==> src/rtl/exc_pkg.sv <==
package exc_pkg;

   localparam int NSRC   = 6;
   localparam int SRC_W  = $clog2(NSRC);
   localparam int CODE_W = 4;

   // Index doubles as service priority: 0 wins.
   typedef enum logic [SRC_W-1:0] {
      SRC_ADDR = 3'd0,
      SRC_TLB  = 3'd1,
      SRC_ILL  = 3'd2,
      SRC_OVF  = 3'd3,
      SRC_SYS  = 3'd4,
      SRC_IRQ  = 3'd5
   } exc_src_e;

   typedef enum logic [1:0] {
      RSEL_EPC   = 2'd0,
      RSEL_CAUSE = 2'd1,
      RSEL_BAD   = 2'd2,
      RSEL_NONE  = 2'd3
   } rsel_e;

   function automatic logic [CODE_W-1:0] code_of(input logic [SRC_W-1:0] s);
      case (s)
         SRC_ADDR: code_of = CODE_W'(4);
         SRC_TLB:  code_of = CODE_W'(2);
         SRC_ILL:  code_of = CODE_W'(10);
         SRC_OVF:  code_of = CODE_W'(12);
         SRC_SYS:  code_of = CODE_W'(8);
         default:  code_of = CODE_W'(0);
      endcase
   endfunction

endpackage

==> src/rtl/exc_prio.sv <==
module exc_prio #(
   parameter int N = 6
) (
   input  logic [N-1:0]         req,
   output logic                 hit,
   output logic [$clog2(N)-1:0] sel
);
   localparam int IW = $clog2(N);

   always_comb begin
      hit = |req;
      sel = '0;
      for (int i = N - 1; i >= 0; i--) begin
         if (req[i]) sel = IW'(i);
      end
   end
endmodule

==> src/rtl/exc_vector.sv <==
module exc_vector #(
   parameter int          XLEN         = 32,
   parameter logic [31:0] VEC_REFILL   = 32'h8000_0000,
   parameter logic [31:0] VEC_GENERAL  = 32'h8000_0180,
   parameter bit          SPLIT_REFILL = 1'b1
) (
   input  logic            is_refill,
   output logic [XLEN-1:0] target
);
   localparam logic [XLEN-1:0] REF_X = XLEN'(VEC_REFILL);
   localparam logic [XLEN-1:0] GEN_X = XLEN'(VEC_GENERAL);

   generate
      if (SPLIT_REFILL) begin : g_split
         assign target = is_refill ? REF_X : GEN_X;
      end else begin : g_single
         logic unused_refill;
         assign unused_refill = is_refill;
         assign target        = GEN_X;
      end
   endgenerate
endmodule

==> src/rtl/exc_csr.sv <==
module exc_csr
   import exc_pkg::*;
#(
   parameter int XLEN       = 32,
   parameter int CAUSE_W    = 5,
   parameter bit BAD_ON_TLB = 1'b1
) (
   input  logic               clk,
   input  logic               rst_n,
   input  logic               take,
   input  logic [SRC_W-1:0]   take_src,
   input  logic [XLEN-1:0]    take_pc,
   input  logic [XLEN-1:0]    fault_va,
   input  logic [XLEN-1:0]    vec_pc,
   input  logic               eret,
   input  logic [1:0]         rd_sel,
   output logic [XLEN-1:0]    rd_data,
   output logic               redir_valid,
   output logic [XLEN-1:0]    redir_pc,
   output logic               kernel_mode,
   output logic               int_en,
   output logic [XLEN-1:0]    epc_o
);
   logic [XLEN-1:0]    epc_q;
   logic [CAUSE_W-1:0] cause_q;
   logic [XLEN-1:0]    bad_q;
   logic               bad_we;
   logic               is_addr;
   logic               is_tlb;
   logic               ret_go;

   assign is_addr = (take_src == SRC_ADDR);
   assign is_tlb  = (take_src == SRC_TLB);
   assign ret_go  = eret && !take;

   generate
      if (BAD_ON_TLB) begin : g_bad_both
         assign bad_we = take && (is_addr || is_tlb);
      end else begin : g_bad_addr
         logic unused_tlb;
         assign unused_tlb = is_tlb;
         assign bad_we     = take && is_addr;
      end
   endgenerate

   always_ff @(posedge clk or negedge rst_n) begin
      if (!rst_n) begin
         epc_q       <= '0;
         cause_q     <= '0;
         bad_q       <= '0;
         kernel_mode <= 1'b1;
         int_en      <= 1'b0;
         redir_valid <= 1'b0;
         redir_pc    <= '0;
      end else begin
         redir_valid <= take || ret_go;
         if (take) begin
            epc_q       <= take_pc;
            cause_q     <= CAUSE_W'(code_of(take_src));
            kernel_mode <= 1'b1;
            int_en      <= 1'b0;
            redir_pc    <= vec_pc;
         end else if (ret_go) begin
            kernel_mode <= 1'b0;
            int_en      <= 1'b1;
            redir_pc    <= epc_q;
         end
         if (bad_we) bad_q <= fault_va;
      end
   end

   always_comb begin
      case (rsel_e'(rd_sel))
         RSEL_EPC:   rd_data = epc_q;
         RSEL_CAUSE: rd_data = XLEN'(cause_q);
         RSEL_BAD:   rd_data = bad_q;
         default:    rd_data = '0;
      endcase
   end

   assign epc_o = epc_q;
endmodule

==> src/rtl/exc_ctrl_unit.sv <==
module exc_ctrl_unit
   import exc_pkg::*;
#(
   parameter int          XLEN         = 32,
   parameter int          CAUSE_W      = 5,
   parameter logic [31:0] VEC_REFILL   = 32'h8000_0000,
   parameter logic [31:0] VEC_GENERAL  = 32'h8000_0180,
   parameter bit          SPLIT_REFILL = 1'b1,
   parameter bit          BAD_ON_TLB   = 1'b1
) (
   input  logic            clk,
   input  logic            rst_n,
   input  logic            irq_req,
   input  logic            addr_err,
   input  logic            tlb_miss,
   input  logic            illegal_op,
   input  logic            syscall_req,
   input  logic            ovf_req,
   input  logic [XLEN-1:0] fault_vaddr,
   input  logic [XLEN-1:0] instr_pc,
   input  logic            eret,
   input  logic [1:0]      rd_sel,
   output logic [XLEN-1:0] rd_data,
   output logic            redir_valid,
   output logic [XLEN-1:0] redir_pc,
   output logic            kernel_mode,
   output logic            int_en
);
   if (XLEN < 8) begin : g_chk_xlen
      $error("exc_ctrl_unit: XLEN must be at least 8");
   end
   if (CAUSE_W < CODE_W || CAUSE_W > XLEN) begin : g_chk_cause
      $error("exc_ctrl_unit: CAUSE_W must hold every code and fit in XLEN");
   end
   if (VEC_REFILL[1:0] != 2'b00 || VEC_GENERAL[1:0] != 2'b00) begin : g_chk_vec
      $error("exc_ctrl_unit: entry points must be word aligned");
   end

   logic [NSRC-1:0]  req;
   logic             irq_ok;
   logic             take;
   logic [SRC_W-1:0] take_src;
   logic [XLEN-1:0]  vec_pc;
   logic [XLEN-1:0]  epc_w;

   assign irq_ok = irq_req && int_en && !kernel_mode;

   always_comb begin
      req           = '0;
      req[SRC_ADDR] = addr_err;
      req[SRC_TLB]  = tlb_miss;
      req[SRC_ILL]  = illegal_op;
      req[SRC_OVF]  = ovf_req;
      req[SRC_SYS]  = syscall_req;
      req[SRC_IRQ]  = irq_ok;
   end

   exc_prio #(.N(NSRC)) u_prio (
      .req (req),
      .hit (take),
      .sel (take_src)
   );

   exc_vector #(
      .XLEN         (XLEN),
      .VEC_REFILL   (VEC_REFILL),
      .VEC_GENERAL  (VEC_GENERAL),
      .SPLIT_REFILL (SPLIT_REFILL)
   ) u_vec (
      .is_refill (take_src == SRC_TLB),
      .target    (vec_pc)
   );

   exc_csr #(
      .XLEN       (XLEN),
      .CAUSE_W    (CAUSE_W),
      .BAD_ON_TLB (BAD_ON_TLB)
   ) u_csr (
      .clk         (clk),
      .rst_n       (rst_n),
      .take        (take),
      .take_src    (take_src),
      .take_pc     (instr_pc),
      .fault_va    (fault_vaddr),
      .vec_pc      (vec_pc),
      .eret        (eret),
      .rd_sel      (rd_sel),
      .rd_data     (rd_data),
      .redir_valid (redir_valid),
      .redir_pc    (redir_pc),
      .kernel_mode (kernel_mode),
      .int_en      (int_en),
      .epc_o       (epc_w)
   );
endmodule

==> config.mk <==
export PLATFORM = sky130hd
export DESIGN_NAME = exc_ctrl_unit
export DESIGN_NICKNAME = d
export VERILOG_FILES = /design/src/rtl/exc_pkg.sv /design/src/rtl/exc_prio.sv /design/src/rtl/exc_vector.sv /design/src/rtl/exc_csr.sv /design/src/rtl/exc_ctrl_unit.sv
export SDC_FILE = /design/constraint.sdc
export NUM_CORES = 1
export LEC_CHECK = 0
export BUFFER_PORTS_ARGS = -buffer_cell sky130_fd_sc_hd__clkbuf_2
export CORE_MARGIN = 1.5
export CORE_UTILIZATION = 30
export CTS_CLUSTER_SIZE = 20
export DETAILED_ROUTE_END_ITERATION = 6
export PLACE_DENSITY = 0.49
export SKIP_CTS_REPAIR_TIMING = 1
export SYNTH_ARGS = -nofsm -noshare
export SYNTH_HDL_FRONTEND = slang
export SYNTH_SLANG_ARGS = --single-unit
==> constraint.sdc <==
create_clock -name clk -period 1.6 [get_ports clk]
set_input_delay 0.32 -clock clk [delete_from_list [all_inputs] [get_ports clk]]
set_output_delay 0.32 -clock clk [all_outputs]
set_load 0.01 [all_outputs]
## Word level (Yosys, flattened, before mapping)

Index checks and enable logic that the tools add are counted.

| operators by class | value |
|---|---|
| reduce and logical (&&, ||, !) cells | 12 |
| mux-type cells | 15 |
| equality and inequality tests | 6 |

Operators with widths:

| cell | count |
|---|---|
| $pmux 32 s3 | 1 |
| $mux 32 | 2 |
| $pmux 4 s5 | 1 |
| $mux 3 | 6 |
| $mux 9 | 1 |
| $eq 3x2->1 const B | 2 |
| $reduce_or 6->1 | 1 |
| $logic_and 1x1->1 | 4 |
| $mux 1 | 4 |
| $eq 3x1->1 const B | 1 |
| $eq 3x3->1 const B | 1 |
| $logic_not 3->1 | 1 |
| $eq 2x1->1 const B | 1 |
| $eq 2x2->1 const B | 1 |
| $logic_not 1->1 | 2 |
| $logic_not 2->1 | 1 |
| $logic_or 1x1->1 | 2 |
| $reduce_bool 2->1 | 1 |

| word-level totals | value |
|---|---|
| flip-flop bits (word level) | 103 |
| word-level logic and storage cells | 40 |
| output and inout bits | 67 |
| input port bits | 75 |

## Longest topological paths before layout

| logic depth | value |
|---|---|
| depth in word-level cells | 11 |
| gate-level depth with buffers | 5 |
| mapped depth without buffers | 3 |

## Hierarchy

A second synthesis with hierarchy kept.

| second synthesis, totals | value |
|---|---|
| cell total of the unflattened synthesis | 416 |
| area, all modules | 4904.7 µm² |

By module, submodules not included:

| module | cells an instance | instances | seq. area each (µm²) | area each (µm²) |
|---|---|---|---|---|
| exc_csr | 370 | 1 | 2553.7 | 4586.9 |
| exc_vector | 34 | 1 | 0.0 | 244.0 |
| exc_prio | 10 | 1 | 0.0 | 52.6 |
| exc_ctrl_unit | 2 | 1 | 0.0 | 21.3 |

## Least setup slack after synthesis

OpenSTA, ideal clock, no wires.

| timing path | value |
|---|---|
| path kind | register to register |
| start | register u_csr.kernel_mode |
| end | register u_csr.epc_q[10], in the netlist u_csr.epc_o[10] |
| cell stages (with the launch flop) | 5 |
| buffers on the path | 1 |
| path slack | 90 ps |
| setup time | 125 ps |
| arrival | 1385 ps |
| period minus slack after synthesis | 1510 ps |
| required time | 1475 ps |
| cells stage by stage | dfstp_2 > nand3b_1 > nand3_4 > buf_6 > mux2_4 |

| on the way | value |
|---|---|
| longest elaborated chain between the ends | 3 |

Ends and longest elaborated chain:

| element | RTL line | text |
|---|---|---|
| start: declaration | exc_csr.sv:20 | `output logic kernel_mode,` |
| start signal: assignment | exc_csr.sv:51 | `kernel_mode <= 1'b1;` |
| start signal: assignment | exc_csr.sv:60 | `kernel_mode <= 1'b1;` |
| start signal: assignment | exc_csr.sv:64 | `kernel_mode <= 1'b0;` |
| $logic_not 1->1 | exc_ctrl_unit.sv:46 | `assign irq_ok = irq_req && int_en && !kernel_mode;` |
| $logic_and 1x1->1 | exc_ctrl_unit.sv:46 |  |
| $reduce_or 6->1 | exc_prio.sv:11 | `hit = \|req;` |
| end signal: assignment | exc_csr.sv:58 | `epc_q <= take_pc;` |
| end: declaration | exc_csr.sv:24 | `logic [XLEN-1:0] epc_q;` |

No other way between the ends.
A chain may end at the register's enable or synchronous reset.

## Worst setup path in the final report

| timing path | value |
|---|---|
| start | input port rd_sel[1] |
| end | output port rd_data[5] |

| on the way | value |
|---|---|
| longest elaborated chain between the ends | 2 |
| elaborated cells on any way between the ends | 4 |
| classes of those cells | eq/ne: 2; mux: 1; reduce/logical: 1 |

Ends and longest elaborated chain:

| element | RTL line | text |
|---|---|---|
| start: declaration | exc_ctrl_unit.sv:22 | `input logic [1:0] rd_sel,` |
| $eq 2x2->1, or another cell as far along | exc_csr.sv:73 | `case (rsel_e'(rd_sel))` |
| $pmux 32 s3 * | exc_csr.sv:73 |  |
| end: declaration | exc_ctrl_unit.sv:23 | `output logic [XLEN-1:0] rd_data,` |

Every way passes the cells marked *; elsewhere a longest branch is shown, timed or not.

==> impl_metrics.csv <==
group,metric,value,unit
outcome,outcome,"finished clean",
logic_synthesis,syn_inst,341,
global_routing,use_met3,0.06372,
min_path,hold_path_depth,2,
routing,vias,3095,
clock_tree,clk_pin_slew,0.07,ns
floorplanning,core,0.01470,mm²
sta,fin_crit_sh,0.9267,
sta,finalSetupTns,0,ns
clock_tree,h-tree-depth,3,
routing,wl_per_cell,16.44,µm
logic_synthesis,synth_top_area_share,0.5543,
clock_tree,cts_sinks,102,
power_and_ir_drop,combPwrFrac,0.123,
clock_tree,clock_path_buffers,2,
final_layout,diodes,0,
sta,fin_crit,1.483,ns
logic_synthesis,synth_xor_area_frac,0,
sta,slew_headroom,0.7701,
power_and_ir_drop,p_switching,1.378,mW
routing,vias_per_cell,4.572,
logic_synthesis,synth_nets,416,
global_routing,grt_first_pass_wirelength,17800,µm
global_routing,grt_max_degree,44,
logic_synthesis,synth_top_area_cell,"dfrtp_1",
sta,clock_skew,0.009016,ns
worst_setup_path,cp.arrival,1.16,ns
logic_synthesis,yosys_warnings,0,
sta,grt_setup_unrepaired,"no",
floorplanning,rows,44,
final_layout,drive_gt1_frac,0.4868,
sta,setup_viol,0,
final_layout,finalNetCount,563,
worst_setup_path,crit_fanout,14,
power_and_ir_drop,power_density,996.0,mW/mm²
logic_synthesis,synthMuxAreaShare,0.3156,
min_path,hold_path_class,"in2reg",
worst_setup_path,worstRegToRegCells,4,
placed_design,dp_hpwl,8058,µm
floorplanning,die_h,126.3,µm
worst_setup_path,worst-setup-path-type,"in2out",
power_and_ir_drop,switching_share,0.2342,
clock_tree,cts_root_buffer,"clkbuf_16",
global_routing,globalRouteOverflowTotal,0,
sta,worst_hold_slack,0.1952,ns
final_layout,postLayoutCoreUtil,0.4018,
final_layout,layout_commonest_cell,"clkbuf_2",
sta,drv_slew,0,
global_routing,grt_pass1_vias,3236,
clock_tree,insertion_delay,0.35,ns
logic_synthesis,postSynthAreaPerCell,13.37,µm²
sta,fmax,674.4,MHz
worst_setup_path,start_kind,"primary input",
logic_synthesis,synth_area_leaders,"dfrtp_1 55%, mux2i_1 14%, mux2_2 9.4%",
floorplanning,ios,142,
logic_synthesis,seq_area_frac_synth,0.5601,
placed_design,portBuffers,141,
global_routing,use_met2,0.2220,
sta,hold_viol_final,0,
routing,drt_drc_violations_left,0,
floorplanning,initial_core_util,0.3102,
floorplanning,dieWidth,126.3,µm
routing,ant_nets,0,
global_routing,groute.usage.overall,0.1472,
power_and_ir_drop,sequentialPowerShare,0.474,
final_layout,syn2layout_area_growth,29.53,%
power_and_ir_drop,p_int,4.504,mW
power_and_ir_drop,max-vdd-ir-drop,0.0005422,V
final_layout,fillers,1435,
global_routing,antenna_found_initial,0,
logic_synthesis,ys_types,26,
global_routing,top_usage_layer,"met2",
routing,drt-initial-drc-count,108,
routing,dr.pass1.iters,4,
final_layout,most-common-layout-cells,"140 x clkbuf_2, 101 x dfrtp_1, 62 x mux2i_1, 62 x nor2_1, 38 x mux2_2",
power_and_ir_drop,pwr-share-clk,0.403,
power_and_ir_drop,total_power,5.882,mW
placed_design,gp_congestion,0.7518,
job,maxCapViolations,0,
worst_setup_path,reg2reg_slack,0.13,ns
clock_tree,tritoncts,"yes",
logic_synthesis,synth_compound_area_frac,0.01509,
floorplanning,dieArea,0.01595,mm²
sta,worst_slew_pin_slew,0.3449,ns
routing,routed_wl,11130,µm
worst_setup_path,crit_required,1.28,ns
logic_synthesis,syn_area,0.004559,mm²
clock_tree,numCtsBuffers,9,
power_and_ir_drop,p_leak,3.043,nW
logic_synthesis,synth_top_family_by_area,"multiplexers",
logic_synthesis,synth-simple-area-share,0.07739,
logic_synthesis,synth-seq-cells,102,
logic_synthesis,synthAdderAreaFrac,0,
global_routing,grt_util_met1,0.1870,
worst_setup_path,critPathCaptureType,"primary output",
power groups by stage:
| stage | Combinational (mW) | Sequential, mW | Clock, mW |
|---|---|---|---|
| 2_1_floorplan | 0.402 | 2.82 | 0 |
| 6_report | 0.722 | 2.79 | 2.37 |
| 3_3_place_gp | 0.726 | 2.84 | 0 |
| 3_5_place_dp | 0.737 | 2.84 | 0 |
| 4_1_cts | 0.739 | 2.79 | 2.45 |
| 5_1_grt | 0.797 | 2.81 | 2.53 |
worst paths after layout:
check	startpoint	to
max	rd_sel[1]	rd_data[5]
min in group asynchronous	rst_n	u_csr.redir_pc[16]$_DFFE_PN0P_
max in group asynchronous	rst_n	u_csr.kernel_mode$_DFFE_PN1P_
min	instr_pc[18]	u_csr.epc_o[18]$_DFFE_PN0N_
min reg2reg	u_csr.bad_q[6]$_DFFE_PN0P_	u_csr.bad_q[6]$_DFFE_PN0P_
max reg2reg	u_csr.kernel_mode$_DFFE_PN1P_	u_csr.epc_o[20]$_DFFE_PN0N_
worst max-delay path, stage by stage:
cell	delay [ns]
clkbuf_2	0.19
buf_12	0.20
mux2i_1	0.25
nor2_1	0.06
clkbuf_2	0.13
routing by layer:
layer	vias up	part of all wire	wire length, µm
met5	-	0	0
li1	1466	-	-
met1	1519	0.44	4859
met2	95	0.46	5117
met3	15	0.085	943
met4	0	0.019	213
cell usage after synthesis:
master / n
a221o_2: 1
o21ai_0: 3
buf_2: 11
buf_6: 6
buf_1: 1
nand2_1: 4
a21o_1: 1
and2b_2: 1
a21oi_1: 4
nor3_4: 1
nor2_1: 62
dfrtp_1: 101
mux2_4: 26
nor2b_1: 1
a211oi_1: 2
nand3b_1: 1
dfstp_2: 1
or2_1: 1
mux2_2: 38
nand3_1: 3
nor4b_1: 1
mux2i_1: 62
clkbuf_1: 4
and2_1: 3
nand3_4: 1
inv_1: 1
area by class of cell:
class                      count  area (µm²)  area share
sequential                   102        2554      0.4324
multi-input combinational    216        1861      0.3150
timing repair buffer         158       938.4      0.1589
clock buffer                  13       250.2     0.04237
inverter                       1       3.754   0.0006356
clock inverter                 3       68.82     0.01165
tap                          184       230.2     0.03898
sequential cells by signal (all words and copies together) (netlist names):
signal,flops
u_csr.epc_o,32
u_csr.cause_q,3
u_csr.int_en,1
u_csr.redir_pc,32
u_csr.bad_q,32
u_csr.kernel_mode,1
u_csr.redir_valid,1
per-stage QoR:
| stage | std cells | area (µm²) | setup slack, ns |
|---|---|---|---|
| floorplan | 341 | 4559 | 0.09002 |
| global placement | 660 | 5577 | 0.09688 |
| detailed placement | 660 | 5577 | 0.08444 |
| CTS | 676 | 5896 | 0.06070 |
| global route | 677 | 5906 | 0.04126 |
| finish | 677 | 5906 | 0.1173 |
cell families (layout without fill, tap and decap cells):
family                 Yosys count  count (layout)
and+or+nand+nor                 79              79
AOI/OAI and AO/OA               11              11
buffers and inverters           23             175
DFF                            102             102
muxes                          126             126
No activity file was read; power rests on OpenSTA's default activity.
